==> config.mk <==
export PLATFORM = sky130hd
export DESIGN_NAME = stbyController
export DESIGN_NICKNAME = d
export VERILOG_FILES = /design/src/rtl/stbyPkg.sv /design/src/rtl/stbyDatapath.sv /design/src/rtl/stbyControl.sv /design/src/rtl/stbyController.sv
export SDC_FILE = /design/constraint.sdc
export NUM_CORES = 1
export LEC_CHECK = 0
export BUFFER_PORTS_ARGS = -buffer_cell sky130_fd_sc_hd__buf_2
export CAP_MARGIN = 25
export CORE_UTILIZATION = 59
export CTS_CLUSTER_SIZE = 8
export DETAILED_ROUTE_END_ITERATION = 16
export GPL_ROUTABILITY_DRIVEN = 0
export GPL_TIMING_DRIVEN = 0
export PLACE_DENSITY = 0.95
export SYNTH_ARGS = -nofsm -noshare
export SYNTH_HDL_FRONTEND = slang
export SYNTH_SLANG_ARGS = --single-unit
==> constraint.sdc <==
create_clock -name clk -period 4.6 [get_ports clk]
set_input_delay 1.15 -clock clk [delete_from_list [all_inputs] [get_ports clk]]
set_output_delay 1.15 -clock clk [all_outputs]
set_load 0.005 [all_outputs]
==> src/rtl/stbyPkg.sv <==
package stbyPkg;

  typedef enum logic [1:0] {
    MODE_RUN   = 2'd0,
    MODE_NAP   = 2'd1,
    MODE_HALT  = 2'd2,
    MODE_SETTLE = 2'd3
  } modeE;

  // control -> datapath
  typedef struct packed {
    logic clrReq;
    logic loadCnt;
    logic tickCnt;
    logic grabExt;
    logic resumeLive;
    logic resumeHeld;
  } dpStrobeS;

  // datapath -> control
  typedef struct packed {
    logic reqNap;
    logic reqHalt;
    logic napWake;
    logic haltWake;
    logic cntZero;
  } dpStatusS;

endpackage

==> src/rtl/stbyDatapath.sv <==
module stbyDatapath
  import stbyPkg::*;
#(
  parameter int          N_IRQ      = 8,
  parameter logic [1:0]  WAKE_LEVEL = 2'b11,
  parameter int          SHORT_EXP  = 14,
  parameter int          MID_EXP    = 17,
  parameter int          LONG_EXP   = 18,
  parameter int          SUB_EXP    = 15
) (
  input  logic               clk,
  input  logic               rstN,
  input  logic               ctrlWrEn,
  input  logic [4:0]         ctrlWrData,
  input  logic               useSubClk,
  input  logic [N_IRQ-1:0]   irqReq,
  input  logic [2*N_IRQ-1:0] irqLevel,
  input  logic               extIrq,
  input  logic [1:0]         extLevel,
  input  logic               intEnable,
  input  logic [1:0]         ilMask,
  input  dpStrobeS           strobe,
  output dpStatusS           status,
  output logic               pinBit,
  output logic               subLatched,
  output logic               irqService,
  output logic               resumeNext
);

  localparam int MAX_A   = (SHORT_EXP > MID_EXP) ? SHORT_EXP : MID_EXP;
  localparam int MAX_B   = (LONG_EXP > SUB_EXP) ? LONG_EXP : SUB_EXP;
  localparam int MAX_EXP = (MAX_A > MAX_B) ? MAX_A : MAX_B;
  localparam int CNT_W   = MAX_EXP + 1;

  localparam logic [CNT_W-1:0] ONE      = CNT_W'(1);
  localparam logic [CNT_W-1:0] LD_SHORT = (ONE << SHORT_EXP) - ONE;
  localparam logic [CNT_W-1:0] LD_MID   = (ONE << MID_EXP) - ONE;
  localparam logic [CNT_W-1:0] LD_LONG  = (ONE << LONG_EXP) - ONE;
  localparam logic [CNT_W-1:0] LD_SUB   = (ONE << SUB_EXP) - ONE;

  logic             napQ, haltQ, pinQ, subQ;
  logic [1:0]       waitSelQ;
  logic [CNT_W-1:0] cntQ;
  logic [1:0]       heldLvlQ;
  logic             svcQ, nextQ;

  logic             anyPending;
  logic [N_IRQ-1:0] periphQual;
  logic             extQual;
  logic             anyQual;
  logic [1:0]       bestLvl;
  logic [CNT_W-1:0] loadVal;
  logic             liveAccept, heldAccept;

  assign anyPending = (|irqReq) | extIrq;
  assign extQual    = extIrq && (extLevel <= WAKE_LEVEL);

  for (genvar g = 0; g < N_IRQ; g++) begin : gQual
    assign periphQual[g] = irqReq[g] && (irqLevel[2*g +: 2] <= WAKE_LEVEL);
  end

  // most urgent (lowest code) among qualifying wake sources
  always_comb begin
    anyQual = extQual;
    bestLvl = extLevel;
    for (int i = 0; i < N_IRQ; i++) begin
      if (periphQual[i] && (!anyQual || (irqLevel[2*i +: 2] < bestLvl))) begin
        anyQual = 1'b1;
        bestLvl = irqLevel[2*i +: 2];
      end
    end
  end

  always_comb begin
    if (subQ) begin
      loadVal = LD_SUB;
    end else begin
      unique case (waitSelQ)
        2'b10:   loadVal = LD_MID;
        2'b11:   loadVal = LD_LONG;
        default: loadVal = LD_SHORT;
      endcase
    end
  end

  assign liveAccept = intEnable && (bestLvl < ilMask);
  assign heldAccept = intEnable && (heldLvlQ < ilMask);

  // standby control word
  always_ff @(posedge clk or negedge rstN) begin
    if (!rstN) begin
      napQ     <= 1'b0;
      haltQ    <= 1'b0;
      pinQ     <= 1'b0;
      subQ     <= 1'b0;
      waitSelQ <= 2'b00;
    end else if (strobe.clrReq) begin
      napQ  <= 1'b0;
      haltQ <= 1'b0;
    end else if (ctrlWrEn) begin
      pinQ     <= ctrlWrData[2];
      waitSelQ <= ctrlWrData[4:3];
      if (!anyPending && (ctrlWrData[0] || ctrlWrData[1])) begin
        haltQ <= ctrlWrData[1];
        napQ  <= ctrlWrData[0] && !ctrlWrData[1];
        subQ  <= useSubClk;
      end
    end
  end

  // stabilization counter and captured wake level
  always_ff @(posedge clk or negedge rstN) begin
    if (!rstN) begin
      cntQ     <= '0;
      heldLvlQ <= 2'b11;
    end else begin
      if (strobe.loadCnt)      cntQ <= loadVal;
      else if (strobe.tickCnt) cntQ <= cntQ - ONE;
      if (strobe.grabExt)      heldLvlQ <= extLevel;
    end
  end

  // resume pulses
  always_ff @(posedge clk or negedge rstN) begin
    if (!rstN) begin
      svcQ  <= 1'b0;
      nextQ <= 1'b0;
    end else if (strobe.resumeLive) begin
      svcQ  <= liveAccept;
      nextQ <= !liveAccept;
    end else if (strobe.resumeHeld) begin
      svcQ  <= heldAccept;
      nextQ <= !heldAccept;
    end else begin
      svcQ  <= 1'b0;
      nextQ <= 1'b0;
    end
  end

  assign status.reqNap   = napQ;
  assign status.reqHalt  = haltQ;
  assign status.napWake  = anyQual;
  assign status.haltWake = extQual;
  assign status.cntZero  = (cntQ == '0);

  assign pinBit     = pinQ;
  assign subLatched = subQ;
  assign irqService = svcQ;
  assign resumeNext = nextQ;

endmodule

==> src/rtl/stbyControl.sv <==
module stbyControl
  import stbyPkg::*;
(
  input  logic     clk,
  input  logic     rstN,
  input  dpStatusS status,
  input  logic     pinBit,
  input  logic     subLatched,
  output dpStrobeS strobe,
  output logic     cpuClkEn,
  output logic     mainOscEn,
  output logic     subOscEn,
  output logic     pinHiZ
);

  modeE modeQ, modeD;

  always_comb begin
    modeD  = modeQ;
    strobe = '0;
    unique case (modeQ)
      MODE_RUN: begin
        if (status.reqHalt)     modeD = MODE_HALT;
        else if (status.reqNap) modeD = MODE_NAP;
      end
      MODE_NAP: begin
        if (status.napWake) begin
          modeD             = MODE_RUN;
          strobe.clrReq     = 1'b1;
          strobe.resumeLive = 1'b1;
        end
      end
      MODE_HALT: begin
        if (status.haltWake) begin
          modeD          = MODE_SETTLE;
          strobe.loadCnt = 1'b1;
          strobe.grabExt = 1'b1;
        end
      end
      MODE_SETTLE: begin
        if (status.cntZero) begin
          modeD             = MODE_RUN;
          strobe.clrReq     = 1'b1;
          strobe.resumeHeld = 1'b1;
        end else begin
          strobe.tickCnt = 1'b1;
        end
      end
      default: modeD = MODE_RUN;
    endcase
  end

  always_ff @(posedge clk or negedge rstN) begin
    if (!rstN) modeQ <= MODE_RUN;
    else       modeQ <= modeD;
  end

  assign cpuClkEn  = (modeQ == MODE_RUN);
  assign mainOscEn = (modeQ != MODE_HALT);
  assign subOscEn  = !((modeQ == MODE_HALT) && subLatched);
  assign pinHiZ    = pinBit && ((modeQ == MODE_HALT) || (modeQ == MODE_SETTLE));

endmodule

==> src/rtl/stbyController.sv <==
module stbyController
  import stbyPkg::*;
#(
  parameter int          N_IRQ      = 8,
  parameter logic [1:0]  WAKE_LEVEL = 2'b11,
  parameter int          SHORT_EXP  = 14,
  parameter int          MID_EXP    = 17,
  parameter int          LONG_EXP   = 18,
  parameter int          SUB_EXP    = 15
) (
  input  logic               clk,
  input  logic               rstN,
  input  logic               ctrlWrEn,
  input  logic [4:0]         ctrlWrData,
  input  logic               useSubClk,
  input  logic [N_IRQ-1:0]   irqReq,
  input  logic [2*N_IRQ-1:0] irqLevel,
  input  logic               extIrq,
  input  logic [1:0]         extLevel,
  input  logic               intEnable,
  input  logic [1:0]         ilMask,
  output logic               cpuClkEn,
  output logic               mainOscEn,
  output logic               subOscEn,
  output logic               pinHiZ,
  output logic               irqService,
  output logic               resumeNext
);

  dpStrobeS strobe;
  dpStatusS status;
  logic     pinBit;
  logic     subLatched;

  stbyDatapath #(
    .N_IRQ(N_IRQ), .WAKE_LEVEL(WAKE_LEVEL), .SHORT_EXP(SHORT_EXP),
    .MID_EXP(MID_EXP), .LONG_EXP(LONG_EXP), .SUB_EXP(SUB_EXP)
  ) dp_i (
    .clk(clk), .rstN(rstN), .ctrlWrEn(ctrlWrEn), .ctrlWrData(ctrlWrData),
    .useSubClk(useSubClk), .irqReq(irqReq), .irqLevel(irqLevel),
    .extIrq(extIrq), .extLevel(extLevel), .intEnable(intEnable),
    .ilMask(ilMask), .strobe(strobe), .status(status), .pinBit(pinBit),
    .subLatched(subLatched), .irqService(irqService), .resumeNext(resumeNext)
  );

  stbyControl ctl_i (
    .clk(clk), .rstN(rstN), .status(status), .pinBit(pinBit),
    .subLatched(subLatched), .strobe(strobe), .cpuClkEn(cpuClkEn),
    .mainOscEn(mainOscEn), .subOscEn(subOscEn), .pinHiZ(pinHiZ)
  );

endmodule

==> out/metrics.cfg, run 1 <==
[status]
outcome = finished with violations
violations = negative setup slack

[clock_network]
cts_buffers = 5
clkTransAtPathRegs_ns = 0.07
clock-sinks = 31
cts_tree = yes
cts_root_buf = clkbuf_8
clk_latency_ns = 0.30
clockBufferDepth = 2
htree_levels = 2
hold_buffers = 0

[sta]
drv_slew = 0
maxSlewHeadroom_pct = 24.57
fin_crit_ns = 7.210
period_share_pct = 156.7
tns_ns = -5.194
tightest_slew_ns = 1.103
hold_violations = 0
setup_viol = 2
max_freq_ghz = 0.1387
rsz0062_at_grt = true
finClkSkew_ns = 0.007389
layout_setup_ws_ns = -2.610

[yosys]
synth_top_family_by_area = compound AO/OA/AOI/OAI gates
synthTopCellsByCount = nand2_1, dfrtp_1, o21ai_0, nor2_1, inv_1
ys.flop_type = dfrtp_1
synthDistinctLibCells = 54
synthMuxAreaShare_pct = 3.629
yosys.area_share.simple_pct = 24.34
synth-compound-area-share_pct = 24.62
syn_nets = 311
synth_warnings = 0
avgSynthCellArea_sq_um = 8.456
yosysMostFrequentCell = nand2_1
synth_edf_count = 0
yosysSeqAreaShare_pct = 34.73
netlist_area_sq_um = 2241
yosysTopAreaCell = dfrtp_1
syn-instance-count = 265
synth_top_area_share_pct = 32.38
synthAdderAreaFrac_pct = 3.908
synth_xor_area_share_pct = 4.690
async_reset_ff_share_pct = 100.0
synth_seq_cells = 31
yosys-top-cells-area = dfrtp_1, o21ai_0, nand2_1

[grt]
grt_pass1_vias = 2617
grt.busiest_layer = met2
grt_use_met2_pct = 65.43
antenna_found_initial = 0
grt_use_met3_pct = 10.33
grt_max_degree = 32
grt_pass1_wl_um = 12130
met1_usage_pct = 42.05
grt_usage_pct = 39.41
grt.overflow.total = 0

[worst_hold_path]
hold_path_end = dp_i.cntQ[9]$_DFFE_PN0P_
hp-start = dp_i.cntQ[9]$_DFFE_PN0P_
hold_class = reg2reg
whs_path_depth = 2

[placement]
port_buffers = 44
post-place-ws_ns = -2.043
place_inst = 357
dpl.hpwl_um = 4067

[worst_setup_path]
r2r_start = dp_i.cntQ[7]$_DFFE_PN0P_
arrival_ns = 7.44
r2r_end = dp_i.waitSelQ[0]$_DFFE_PN0P_
critPathKind = in2reg
slowest_delay_ns = 0.93
required_ns = 4.83
cp_max_fo = 4
ff2ff_path_depth = 9
end_kind = register
rrSetupSlack_ns = 1.35
start_kind = input port
slowest_stage = a2111oi_0

[cells_and_area]
nets = 399
diodes = 0
syn_to_final_growth_pct = 39.14
final_cells = 402
drive_gt1_share_pct = 37.57
final_core_util_pct = 85.17

[job]
max_cap_violations = 0

[route]
vias_per_cell = 7.388
drt_iter0_drc = 493
wl_per_cell_um = 24.99
drt-pass1-iter-count = 11
wirelength_um = 10050
drc = 0
ant_nets = 0
via_count = 2970

[floorplanning]
io_pins = 45
die_area_sq_um = 4049
core_area_sq_um = 3661
dieWidth_um = 63.63
initial_utilization_pct = 61.21
die_h_um = 63.63
fp-row-count = 22

[pwr]
peakVddDrop_mv = 0.1698
p_per_area_nw_per_um2 = 319.0
report.power.total_mw = 0.9947
power.leakage_nw = 1.367

## logic make-up (layout without fill, tap and decap cells)
group                    count (synthesis)  count (layout)
AND/OR/NAND/NOR                        106             106
buffers and inverters                   24             113
adder cells (fa/ha/maj)                  7               7
AO/OA/AOI/OAI                           78              78
XOR/XNOR                                12              12
flip-flops                              31              31
multiplexers                             7               7
## metrics by stage
step | hold slack, ns | area, sq um
after floorplan | 0.4627 | 2303
after global placement | 0.4784 | 2584
after detailed placement | 0.4813 | 2584
after CTS | 0.5158 | 2919
after global routing | 0.5310 | 3118
final | 0.5382 | 3118
## final cells by class
| class | count | area, sq um |
|---|---|---|
| tap | 48 | 60.06 |
| clock buffer | 7 | 76.32 |
| clock inverter | 1 | 5.005 |
| sequential | 31 | 778.2 |
| fill | 149 | 543.0 |
| buffer | 5 | 26.28 |
| inverter | 19 | 86.33 |
| multi-input combinational | 210 | 1567 |
| timing repair buffer | 81 | 519.2 |
## flip-flops by register name (all words and copies together), names as in the netlist, 2 cells and up
register	cells
ctl_i.modeQ	2
dp_i.cntQ	19
dp_i.heldLvlQ	2
dp_i.waitSelQ	2
## metal layers
metal | wire length, um | vias to the layer above
met5 | 0 | -
met4 | 1168 | 0
met3 | 1483 | 158
met2 | 4193 | 378
met1 | 3202 | 1290
li1 | - | 1144
## worst max-delay path: cells and delay by family
| kind | cells | cell delay (ns) |
|---|---|---|
| compound gates | 14 | 3.63 |
| simple gates | 8 | 1.42 |
| fa+ha+maj | 4 | 0.82 |
| buf+inv | 4 | 0.41 |
## how the worst max path moves through the flow
| stage | cells past startpoint | to | slack [ns] | startpoint |
|---|---|---|---|---|
| 2_1_floorplan | 27 | dp_i.resumeNext$_DFF_PN0_ | -1.29 | extLevel[1] |
| 3_3_place_gp | 33 | dp_i.resumeNext$_DFF_PN0_ | -1.83 | extLevel[1] |
| 3_5_place_dp | 34 | dp_i.irqService$_DFF_PN0_ | -2.04 | extLevel[1] |
| 4_1_cts | 34 | dp_i.irqService$_DFF_PN0_ | -1.46 | extLevel[1] |
| 5_1_grt | 30 | dp_i.irqService$_DFF_PN0_ | -2.74 | extLevel[1] |
| 6_report | 30 | dp_i.irqService$_DFF_PN0_ | -2.61 | extLevel[1] |
## where the power goes
| group | leakage (nW) | internal (mW) | total, mW | switching (mW) |
|---|---|---|---|---|
| registers | 0.336 | 0.315 | 0.366 | 0.0508 |
| logic | 0.989 | 0.187 | 0.407 | 0.220 |
| clock network | 0.0422 | 0.106 | 0.222 | 0.116 |
| total | 1.37 | 0.608 | 0.995 | 0.386 |
## layout by cell type, fill, tap and decap left out, drive strengths merged, types with 4 or more instances in the layout
cell type	n
a211oi	4
a21o	6
a21oi	14
a31oi	5
and2	4
and3	5
buf	82
clkbuf	11
dfrtp	29
ha	7
inv	19
mux2	6
nand2	30
nand2b	4
nand3	7
nor2	20
nor2b	7
nor3	9
nor4	5
o21ai	23
o31ai	4
or3	4
xnor2	9
## timing repair
item / 4_1_cts / 5_1_grt
gates resized for setup: 14 / 23
setup buffers: 26 / 11
pin swaps: 17 / 20
endpoints found under the setup margin: 2 / 2
No activity file was read; power rests on OpenSTA's default activity.
==> run 2, diff against run 1 <==
Settings changed: PLACE_DENSITY 0.95 to 0.88, TNS_END_PERCENT from default to 1.
==> out/metrics.cfg, run 2 (synthesis results as in run 1) <==
[status]
outcome = finished with violations
violations = negative setup slack

[worst_setup_path]
rrSetupSlack_ns = 1.28  ; -0.07 ns
r2r_start = dp_i.cntQ[7]$_DFFE_PN0P_
slowest_delay_ns = 0.33  ; -0.60 ns
end_kind = register
slowest_stage = nor3_1
cp_max_fo = 10  ; +6
required_ns = 4.82  ; about the same
start_kind = input port
ff2ff_path_depth = 9  ; unchanged
r2r_end = dp_i.waitSelQ[1]$_DFFE_PN0P_
arrival_ns = 7.02  ; -0.42 ns
critPathKind = in2reg

[cells_and_area]
regMostFlops = dp_i.cntQ
design_area_sq_um = 3075  ; -1.4%
nets = 400  ; +0.25%
syn_to_final_growth_pct = 37.24
final_common_cell = buf_2
drive_gt1_share_pct = 36.34  ; -1.2 points
largest_reg_flops = 19  ; unchanged
diodes = 0  ; unchanged
final_cell_mix = buf_2, buf_4, dfrtp_1

[grt]
grt_usage_pct = 39.05  ; -0.36 points
grt_pass1_wl_um = 11920  ; -1.7%
grt_pass1_vias = 2530  ; -3.3%
grt_max_degree = 32  ; unchanged
antenna_found_initial = 0  ; unchanged
grt.overflow.total = 0  ; unchanged

[placement]
dpl.hpwl_um = 3740  ; -8.0%
port_buffers = 44  ; unchanged
post-place-ws_ns = -1.995  ; +0.04795 ns
place_area_sq_um = 2584  ; unchanged

[pwr]
power.leakage_nw = 1.364  ; -0.22%
peakVddDrop_mv = 0.2165  ; +27%
report.power.total_mw = 0.9575  ; -3.7%
p_per_area_nw_per_um2 = 311.3  ; -2.4%

[clock_network]
clockBufferDepth = 2  ; unchanged
cts_root_buf = clkbuf_8
cts_tree = yes
clock-sinks = 31  ; unchanged
clkTransAtPathRegs_ns = 0.07  ; about the same
cts_buffers = 5  ; unchanged
clk_latency_ns = 0.29  ; about the same
htree_levels = 2  ; unchanged

[sta]
period_share_pct = 147.7  ; -9.1 points
fin_hold_ws_ns = 0.5011  ; -0.03705 ns
setup_viol = 2  ; unchanged
finClkSkew_ns = 0.006800  ; -0.0005893 ns
max_freq_ghz = 0.1472  ; +6.2%
maxSlewHeadroom_pct = 36.86  ; +12 points
tightest_slew_ns = 0.9384  ; -0.1645 ns
rsz0062_at_grt = true
drv_slew = 0  ; unchanged
layout_setup_ws_ns = -2.192  ; +0.4184 ns
fin_crit_ns = 6.792  ; -0.4184 ns
hold_violations = 0  ; unchanged

[worst_hold_path]
hold_path_end = dp_i.pinBit$_DFFE_PN0P_
hold_class = reg2reg
hp-start = dp_i.pinBit$_DFFE_PN0P_
whs_path_depth = 1  ; -1

[floorplanning]
initial_utilization_pct = 61.21  ; unchanged
dieWidth_um = 63.63  ; unchanged
die_h_um = 63.63  ; unchanged
io_pins = 45  ; unchanged
fp-row-count = 22  ; unchanged
core_area_sq_um = 3661  ; unchanged
die_area_sq_um = 4049  ; unchanged

[route]
vias_per_cell = 6.888  ; -6.8%
drt_iter0_drc = 388  ; -21%
wl_per_cell_um = 22.31  ; -11%
drt-pass1-iter-count = 7  ; -4
via_count = 2776  ; -6.5%
ant_nets = 0  ; unchanged
drc = 0  ; unchanged
wirelength_um = 8990  ; -11%

[job]
max_cap_violations = 0  ; unchanged

## run 2: cell count changes in the layout (fill, tap and decap cells not counted), moves of 2 or more
cell	change
buf_4	+3
buf_6	-2
ha_1	+3
ha_4	-2
o22ai_4	-2
## run 2: power breakdown
group	leakage, nW	total, mW	internal (mW)	switching (mW)
logic	0.986	0.388	0.184	0.205
registers	0.336	0.357	0.315	0.0419
clock network	0.0422	0.212	0.106	0.106
## run 2: cell type report
type / instances / area (sq um)
fillers: 171 / 585.6
plain buffers: 5 / 22.52
repair buffers: 82 / 523.0
flip-flops and latches: 31 / 778.2
clock inverters: 1 / 5.005
multi-input cells: 210 / 1526
well taps: 48 / 60.06
clock buffers: 7 / 76.32
inverters: 19 / 83.83
## run 2: worst max-delay path, delay by kind of cell
kind                       cells  cell delay (ns)
and+or+nand+nor                9             1.67
adders and majority gates      4             0.90
AOI/OAI and AO/OA             14             2.63
buffers and inverters          5             0.65
## run 2: what timing repair did
action / CTS / global route
hold buffers: 0 / 0
pin swaps: 14 / 9
setup buffers: 34 / 5
resized for setup: 18 / 8
setup endpoints to repair: 2 / 2
## run 2: how the worst max path moves through the flow
stage	startpoint	end	slack, ns
after detailed placement	extLevel[1]	dp_i.resumeNext$_DFF_PN0_	-1.99
after global placement	extLevel[1]	dp_i.resumeNext$_DFF_PN0_	-1.84
after floorplan	extLevel[1]	dp_i.resumeNext$_DFF_PN0_	-1.29
final	extIrq	dp_i.irqService$_DFF_PN0_	-2.19
after global routing	extIrq	dp_i.irqService$_DFF_PN0_	-2.39
after CTS	irqLevel[1]	dp_i.resumeNext$_DFF_PN0_	-1.45
## run 2: metal layers
metal,share of wire [%],track usage (%)
met2,42,66.09
met4,11,25.28
met3,13,7.609
met1,35,44.42
met5,0,0
## run 2: metrics by stage
step | util (%) | TNS, ns | cells
3_3_place_gp | 70.57 | -3.671 | 357
6_report | 84.01 | -4.383 | 403
2_1_floorplan | - | -2.571 | 265
3_5_place_dp | 70.57 | -3.979 | 357
4_1_cts | 81.85 | -2.885 | 398
5_1_grt | 84.01 | -4.777 | 403
==> run 3, diff against run 2 <==
Settings changed: BUFFER_PORTS_ARGS -buffer_cell sky130_fd_sc_hd__buf_2 to -buffer_cell sky130_fd_sc_hd__buf_4.
==> out/metrics.cfg, run 3 (synthesis results as in run 1) <==
[worst_hold_path]
hold_class = reg2reg
whs_path_depth = 2  ; +1

[sta]
fin_hold_ws_ns = 0.4978  ; -0.003346 ns
period_share_pct = 140.1  ; -7.5 points
tightest_slew_ns = 0.8750  ; -0.06334 ns
finClkSkew_ns = 0.008450  ; +0.001650 ns
fin_crit_ns = 6.445  ; -0.3466 ns
max_freq_ghz = 0.1552  ; +5.4%
hold_violations = 0  ; unchanged
drv_slew = 0  ; unchanged
setup_viol = 2  ; unchanged
layout_setup_ws_ns = -1.845  ; +0.3466 ns
maxSlewHeadroom_pct = 41.13  ; +4.3 points
rsz0062_at_grt = true

[clock_network]
cts_buffers = 5  ; unchanged
clk_latency_ns = 0.28  ; about the same
cts_root_buf = clkbuf_8
clockBufferDepth = 2  ; unchanged
clock-sinks = 31  ; unchanged
cts_tree = yes
clkTransAtPathRegs_ns = 0.07  ; about the same
htree_levels = 2  ; unchanged

[route]
via_count = 2549  ; -8.2%
drc = 0  ; unchanged
wirelength_um = 7340  ; -18%
drt_iter0_drc = 343  ; -12%
vias_per_cell = 6.553  ; -4.9%
drt-pass1-iter-count = 5  ; -2
wl_per_cell_um = 18.87  ; -15%
ant_nets = 0  ; unchanged

[worst_setup_path]
r2r_end = dp_i.waitSelQ[0]$_DFFE_PN0P_
critPathKind = in2reg
slowest_delay_ns = 0.38  ; +0.05 ns
cp_max_fo = 4  ; -6
rrSetupSlack_ns = 1.43  ; +0.15 ns
critPathLaunch = extLevel[1]
slowest_stage = a2111oi_4
ff2ff_path_depth = 9  ; unchanged
required_ns = 4.76  ; -0.06 ns
end_kind = register
r2r_start = dp_i.cntQ[7]$_DFFE_PN0P_
arrival_ns = 6.61  ; -0.41 ns
start_kind = input port
endpoint = dp_i.irqService$_DFF_PN0_

[floorplanning]
initial_utilization_pct = 61.21  ; unchanged
core_area_sq_um = 3661  ; unchanged
die_area_sq_um = 4049  ; unchanged
io_pins = 45  ; unchanged
die_h_um = 63.63  ; unchanged
dieWidth_um = 63.63  ; unchanged
fp-row-count = 22  ; unchanged

[cells_and_area]
nets = 386  ; -3.5%
final_core_util_pct = 84.07  ; about the same
largest_reg_flops = 19  ; unchanged
design_area_sq_um = 3078  ; about the same
diodes = 0  ; unchanged
final_cell_mix = buf_4, dfrtp_1, nand2_1
final_common_cell = buf_4
regMostFlops = dp_i.cntQ
syn_to_final_growth_pct = 37.35  ; about the same
nFillCells = 205  ; +20%
drive_gt1_share_pct = 34.60  ; -1.7 points

[placement]
place_area_sq_um = 2694  ; +4.3%
dpl.hpwl_um = 3959  ; +5.9%
post-place-ws_ns = -1.985  ; +0.009880 ns
port_buffers = 44  ; unchanged

[grt]
grt.overflow.total = 0  ; unchanged
grt_pass1_vias = 2221  ; -12%
grt_max_degree = 32  ; unchanged
antenna_found_initial = 0  ; unchanged
grt_usage_pct = 31.40  ; -7.6 points
grt_pass1_wl_um = 9846  ; -17%

[pwr]
power.leakage_nw = 1.329  ; -2.6%
peakVddDrop_mv = 0.2096  ; -3.2%
p_per_area_nw_per_um2 = 302.5  ; -2.8%

[status]
violations = negative setup slack
outcome = finished with violations

[job]
max_cap_violations = 0  ; unchanged

run 3: area by class of cell:
cell class,count,area (sq um),share of cell area [%]
Sequential cell,31,778.2,25.28
Clock inverter,1,5.005,0.1626
Tap cell,48,60.06,1.951
Inverter,19,83.83,2.724
Buffer,5,20.02,0.6504
Clock buffer,7,76.32,2.480
Multi-Input combinational cell,210,1531,49.76
Timing Repair Buffer,68,523.0,16.99
run 3: routing by layer:
metal	vias up	share of wire (%)	wire [um]	track usage, %
li1	1120	-	-	-
met1	1204	38	2802	39.04
met2	181	49	3572	52.66
met3	44	8.1	595	6.159
met4	0	5.0	370	13.07
met5	-	0	0	0
run 3: worst min-delay path by stage:
| stage | startpoint | slack (ns) | endpoint |
|---|---|---|---|
| after floorplan | dp_i.heldLvlQ[1]$_DFFE_PN1P_ | 0.46 | dp_i.heldLvlQ[1]$_DFFE_PN1P_ |
| after global placement | dp_i.pinBit$_DFFE_PN0P_ | 0.48 | dp_i.pinBit$_DFFE_PN0P_ |
| after detailed placement | dp_i.heldLvlQ[1]$_DFFE_PN1P_ | 0.49 | dp_i.heldLvlQ[1]$_DFFE_PN1P_ |
| after CTS | dp_i.heldLvlQ[1]$_DFFE_PN1P_ | 0.50 | dp_i.heldLvlQ[1]$_DFFE_PN1P_ |
| after global routing | dp_i.pinBit$_DFFE_PN0P_ | 0.52 | dp_i.pinBit$_DFFE_PN0P_ |
| final | dp_i.heldLvlQ[1]$_DFFE_PN1P_ | 0.50 | dp_i.heldLvlQ[1]$_DFFE_PN1P_ |
run 3: report_power, final:
group	leakage, nW	switching, mW	internal (mW)
combinational	0.951	0.182	0.183
clock	0.0422	0.102	0.106
sequential	0.336	0.0434	0.315
total	1.33	0.327	0.604
run 3: metrics by stage:
| step | setup TNS (ns) | total power, mW | std cells |
|---|---|---|---|
| finish | -3.689 | 0.9311 | 389 |
| global route | -3.885 | 0.9708 | 389 |
| CTS | -2.868 | 0.8637 | 382 |
| detailed placement | -3.968 | 0.6112 | 357 |
| global placement | -3.580 | 0.5956 | 357 |
| floorplan | -2.571 | 0.5275 | 265 |
run 3: repair_timing:
action | 4_1_cts | 5_1_grt
buffers inserted | 17 | 7
pin swaps | 18 | 12
setup endpoints to repair | 2 | 2
hold buffers | 0 | 0
gates resized for setup | 13 | 10
run 3: worst max-delay path: cells and delay by family:
family / cells / cell delay, ns
and+or+nand+nor: 8 / 0.97
AOI/OAI and AO/OA: 16 / 2.97
buffers and inverters: 5 / 0.33
adders and majority gates: 5 / 1.15
